--- config.mk ---
export PLATFORM = sky130hd
export DESIGN_NAME = pshift_jk_reg
export DESIGN_NICKNAME = d
export VERILOG_FILES = /design/src/rtl/pshift_pkg.sv /design/src/rtl/pshift_entry.sv /design/src/rtl/pshift_next.sv /design/src/rtl/pshift_jk_reg.sv
export SDC_FILE = /design/constraint.sdc
export NUM_CORES = 1
export LEC_CHECK = 0
export BUFFER_PORTS_ARGS = -buffer_cell sky130_fd_sc_hd__buf_4
export CORE_AREA = 5 5 42 44
export CTS_BUF_LIST = sky130_fd_sc_hd__clkbuf_4 sky130_fd_sc_hd__clkbuf_8 sky130_fd_sc_hd__clkbuf_16
export CTS_CLUSTER_DIAMETER = 30
export DETAILED_ROUTE_END_ITERATION = 10
export DIE_AREA = 0 0 47 49
export PLACE_DENSITY = 0.42
export SLEW_MARGIN = 40
export SYNTH_ARGS = -nofsm -noshare
export SYNTH_HDL_FRONTEND = slang
export SYNTH_HIERARCHICAL = 1
export SYNTH_SLANG_ARGS = --single-unit
export TNS_END_PERCENT = 30
--- constraint.sdc ---
create_clock -name clk -period 1.1 [get_ports clk]
set_clock_uncertainty 0.1 [all_clocks]
set_input_delay 0.055 -clock clk [delete_from_list [all_inputs] [get_ports clk]]
set_output_delay 0.055 -clock clk [all_outputs]
set_load 0.01 [all_outputs]
--- src/rtl/pshift_pkg.sv ---
package pshift_pkg;
    typedef enum logic [1:0] {
        ENTRY_CLEAR  = 2'b00,
        ENTRY_HOLD   = 2'b01,
        ENTRY_TOGGLE = 2'b10,
        ENTRY_SET    = 2'b11
    } entry_op_e;
endpackage

--- src/rtl/pshift_entry.sv ---
module pshift_entry
    import pshift_pkg::*;
(
    input  logic      set_in,
    input  logic      clr_in_n,
    input  logic      cur_bit,
    output entry_op_e op,
    output logic      next_bit
);
    always_comb begin
        op = entry_op_e'({set_in, clr_in_n});
        unique case (op)
            ENTRY_CLEAR:  next_bit = 1'b0;
            ENTRY_HOLD:   next_bit = cur_bit;
            ENTRY_TOGGLE: next_bit = ~cur_bit;
            ENTRY_SET:    next_bit = 1'b1;
            default:      next_bit = cur_bit;
        endcase
    end
endmodule

--- src/rtl/pshift_next.sv ---
module pshift_next #(
    parameter int WIDTH = 4
) (
    input  logic             load_n,
    input  logic [WIDTH-1:0] par_d,
    input  logic [WIDTH-1:0] cur,
    input  logic             entry_bit,
    output logic [WIDTH-1:0] nxt
);
    always_comb begin
        nxt[0] = load_n ? entry_bit : par_d[0];
    end

    for (genvar i = 1; i < WIDTH; i++) begin : g_stage
        always_comb begin
            nxt[i] = load_n ? cur[i-1] : par_d[i];
        end
    end
endmodule

--- src/rtl/pshift_jk_reg.sv ---
module pshift_jk_reg
    import pshift_pkg::*;
#(
    parameter int WIDTH = 4
) (
    input  logic             clk,
    input  logic             rst_n,
    input  logic             load_n,
    input  logic             ser_j,
    input  logic             ser_kb,
    input  logic [WIDTH-1:0] par_d,
    output logic [WIDTH-1:0] q,
    output logic             q_last_n
);
    localparam int TOP = WIDTH - 1;

    typedef struct packed {
        logic [WIDTH-1:0] stg;
    } reg_s;

    reg_s      st_d, st_q;
    entry_op_e entry_op;
    logic      entry_bit;
    logic [WIDTH-1:0] stg_nxt;

    pshift_entry u_entry (
        .set_in   (ser_j),
        .clr_in_n (ser_kb),
        .cur_bit  (st_q.stg[0]),
        .op       (entry_op),
        .next_bit (entry_bit)
    );

    pshift_next #(.WIDTH(WIDTH)) u_next (
        .load_n    (load_n),
        .par_d     (par_d),
        .cur       (st_q.stg),
        .entry_bit (entry_bit),
        .nxt       (stg_nxt)
    );

    always_comb begin
        st_d     = st_q;
        st_d.stg = stg_nxt;
    end

    always_ff @(posedge clk or negedge rst_n) begin
        if (!rst_n) st_q <= '0;
        else        st_q <= st_d;
    end

    assign q        = st_q.stg;
    assign q_last_n = ~st_q.stg[TOP];

    // register empty whenever clear is held at an edge
    p_clear_r1: assert property (@(posedge clk) !rst_n |-> q == '0);

    p_load_r3: assert property (@(posedge clk) disable iff (!rst_n)
        ($past(rst_n) && !$past(load_n)) |-> q == $past(par_d));

    p_shift_r4: assert property (@(posedge clk) disable iff (!rst_n)
        ($past(rst_n) && $past(load_n)) |-> q[TOP:1] == $past(q[TOP-1:0]));

    p_clear_r5: assert property (@(posedge clk) disable iff (!rst_n)
        ($past(rst_n) && $past(load_n) && !$past(ser_j) && !$past(ser_kb)) |-> !q[0]);

    p_set_r6: assert property (@(posedge clk) disable iff (!rst_n)
        ($past(rst_n) && $past(load_n) && $past(ser_j) && $past(ser_kb)) |-> q[0]);

    p_hold_r7: assert property (@(posedge clk) disable iff (!rst_n)
        ($past(rst_n) && $past(load_n) && !$past(ser_j) && $past(ser_kb)) |-> q[0] == $past(q[0]));

    p_toggle_r8: assert property (@(posedge clk) disable iff (!rst_n)
        ($past(rst_n) && $past(load_n) && $past(ser_j) && !$past(ser_kb)) |-> q[0] != $past(q[0]));
endmodule

* Yosys cells after proc, flatten, opt, wreduce, memory -nomap -nowiden
Cells that the tools add are included.
** Operators by class
- Equality and inequality tests :: 4
- Muxes and demuxes :: 5
- Bitwise logic cells :: 2
- Reductions and logical operators :: 1
** Operator list (count)
- equality test 2 bit (second input constant) :: 2
- 2-to-1 mux 1 bit :: 4
- one-hot mux 1 bit (3 select lines) :: 1
- equality test 2 x 1 -> 1 bit (second input constant) :: 1
- zero test 2 bit :: 1
- inequality test 2 bit (second input constant) :: 1
- inverter 1 bit :: 2
** Storage, ports and cells
- Flip-flop bits (word level) :: 4
- Word-level logic and storage cells :: 14

* Longest topological paths before layout
- Depth in word-level cells :: 3
- Mapped depth :: 2
- Depth with buffers taken out :: 2

* Modules after synthesis
The synthesis kept the hierarchy.
** Modules (own cells, without submodules)
- pshift_jk_reg :: instances 1, cells an instance 5, area an instance 103.8 µm², seq. area each 100.1 µm²
- pshift_next :: instances 1, cells an instance 4, area an instance 45.0 µm², seq. area each 0.0 µm²
- pshift_entry :: instances 1, cells an instance 3, area an instance 30.0 µm², seq. area each 0.0 µm²

* Worst setup path before layout
OpenSTA, ideal clock, no wires.
- Path kind :: register to register
- Start :: register st_q (netlist bit q[0])
- End :: register st_q (netlist bit q[0])
- Arrival :: 957 ps
- Setup slack :: -82 ps
- Cell stages (with the launch flop) :: 3
- Clock period less this slack :: 1182 ps
- Cell sequence :: dfrtp_1 -> mux2_4 -> mux2_2
** RTL lines
- start: declaration :: RTL line pshift_jk_reg.sv:21 : reg_s st_d, st_q;
- start signal: assignment :: RTL line pshift_jk_reg.sv:49 : else st_q <= st_d;

==> impl_metrics.env <==
export IMPL_yosys_warnings=6
export IMPL_final_area_um2=365
export IMPL_grt_pass1_vias=201
export IMPL_syn_instance_count=10
export IMPL_path_clk_slew_ns=0.04
export IMPL_cp_start_kind="flop"
export IMPL_drc_errors=0
export IMPL_fp_row_count=14
export IMPL_htreeDepth=1
export IMPL_hold_viol=0
export IMPL_overflow=0
export IMPL_finalSetupViolations=1
export IMPL_min_path_type="in -> reg"
export IMPL_max_cap_violations=0
export IMPL_start_util_pct=11.7
export IMPL_synth_area_um2=164
export IMPL_fp_dieW_um=47
export IMPL_port_buffers=13
export IMPL_die_h_um=49
export IMPL_grt_max_degree=5
export IMPL_gp_congestion=0.685
export IMPL_cellPowerDensity_nw_per_um2=1280
export IMPL_period_minus_slack_ns=1.15
export IMPL_syn2layout_area_growth_pct=123
export IMPL_cts_inserted_buffers=3
export IMPL_antenna_found_initial=0
export IMPL_crit_type="reg -> reg"
export IMPL_rsz0062_at_grt="yes"
export IMPL_drtIter0Drc=0
export IMPL_pre_cts_slack_ns=-0.0432
export IMPL_wire_per_inst_um=10.4
export IMPL_core_um2=1400
export IMPL_vias=167
export IMPL_nNetsFinal=43
export IMPL_finish_utilization_pct=26.1
export IMPL_crit_path_end_kind="flop"
export IMPL_clockBufferDepth=2
export IMPL_largest_reg_flops=4
export IMPL_viasPerCell=3.48
export IMPL_slew_headroom_pct=92.9
export IMPL_ant_nets=0
export IMPL_timing_fmax_mhz=866
export IMPL_drv_slew=0
export IMPL_synth_fp_nets=19
export IMPL_clk_latency_ns=0.24
export IMPL_tns_ns=-0.0544
export IMPL_ctsResizeCount=0
export IMPL_tritoncts="yes"
export IMPL_drive_above_1_share_pct=68.8
export IMPL_worst_ep_required_time_ns=1.12
export IMPL_dpl_cell_area_um2=293
export IMPL_io_pins=14
export IMPL_drt_total_wl_um=501
export IMPL_vdd_drop_max_uv=434
export IMPL_grtUsageTotal_pct=6.08
export IMPL_fp_dieArea_um2=2300
export IMPL_root_buffer="clkbuf_4"
export IMPL_postLayoutSetupSlackWorst_ns=-0.0544
export IMPL_clock_sinks=4
export IMPL_cp_max_fo=2
export IMPL_tightest_slew_ns=0.106
export IMPL_antenna_cells=0
export IMPL_outcome="finished with violations"
export IMPL_fin_crit_sh_pct=105
export IMPL_drt_first_pass_iters=1
export IMPL_violations="setup timing"
export IMPL_cp_data_arrival_time_ns=1.17
export IMPL_grt_pass1_wl_um=848
export IMPL_p_leak_nw=0.182
export IMPL_syn_area_per_cell_um2=16.4
[cell usage in the layout, fill, tap and decap left out, drive strengths merged]
| cell type | n |
|---|---|
| dfrtp | 4 |
| clkbuf | 3 |
| dlygate4sd3 | 5 |
| buf | 14 |
| inv | 1 |
| mux2 | 5 |
[final cells by class]
| class | count | area, um2 |
|---|---|---|
| inverter | 1 | 3.75 |
| tap | 16 | 20.0 |
| timing repair buffer | 19 | 155 |
| sequential | 4 | 100 |
| multi-input combinational | 5 | 63.8 |
| clock buffer | 3 | 22.5 |
| fill | 152 | 1040 |
[final timing paths]
path                         to  cells after the start  startpoint  slack (ns)
max in group asynchronous  q[0]                      2       rst_n        0.75
min in group asynchronous  q[2]                      2       rst_n        0.05
max reg2reg                q[0]                      2        q[0]       -0.05
min                        q[0]                      2      load_n        0.02
max                        q[0]                      2        q[0]       -0.05
min reg2reg                q[2]                      1        q[1]        0.40
[routing by layer]
layer / part of all wire [%] / track usage (%) / wire [um]
met3: 17 / 5.90 / 86
met2: 36 / 7.01 / 180
met4: 4.2 / 5.53 / 21
met5: 0 / 0 / 0
met1: 43 / 6.01 / 214
[power by group]
part	internal (mW)	switching, mW
clock network	0.122	0.0601
registers	0.163	0.00779
logic	0.0778	0.0356
total	0.363	0.103
[critical path, stage by stage, from the launching register on]
cell and delay, ns:
dfrtp_1 0.39, mux2_4 0.30, mux2_4 0.25
[through the flow]
step,total power [mW],hold slack (ns),std cells
global placement,0.271,-0.248,40
global route,0.500,0.0227,48
finish,0.466,0.0167,48
detailed placement,0.274,-0.245,40
floorplan,0.208,-0.341,10
CTS,0.479,0.0116,48
[what timing repair did]
action                                  4_1_cts  5_1_grt
buffers inserted                              0        0
hold buffers                                  5        0
endpoints found under the setup margin        1        1
endpoints found under the hold margin         8        0
Power figures use the tool's default switching activity.
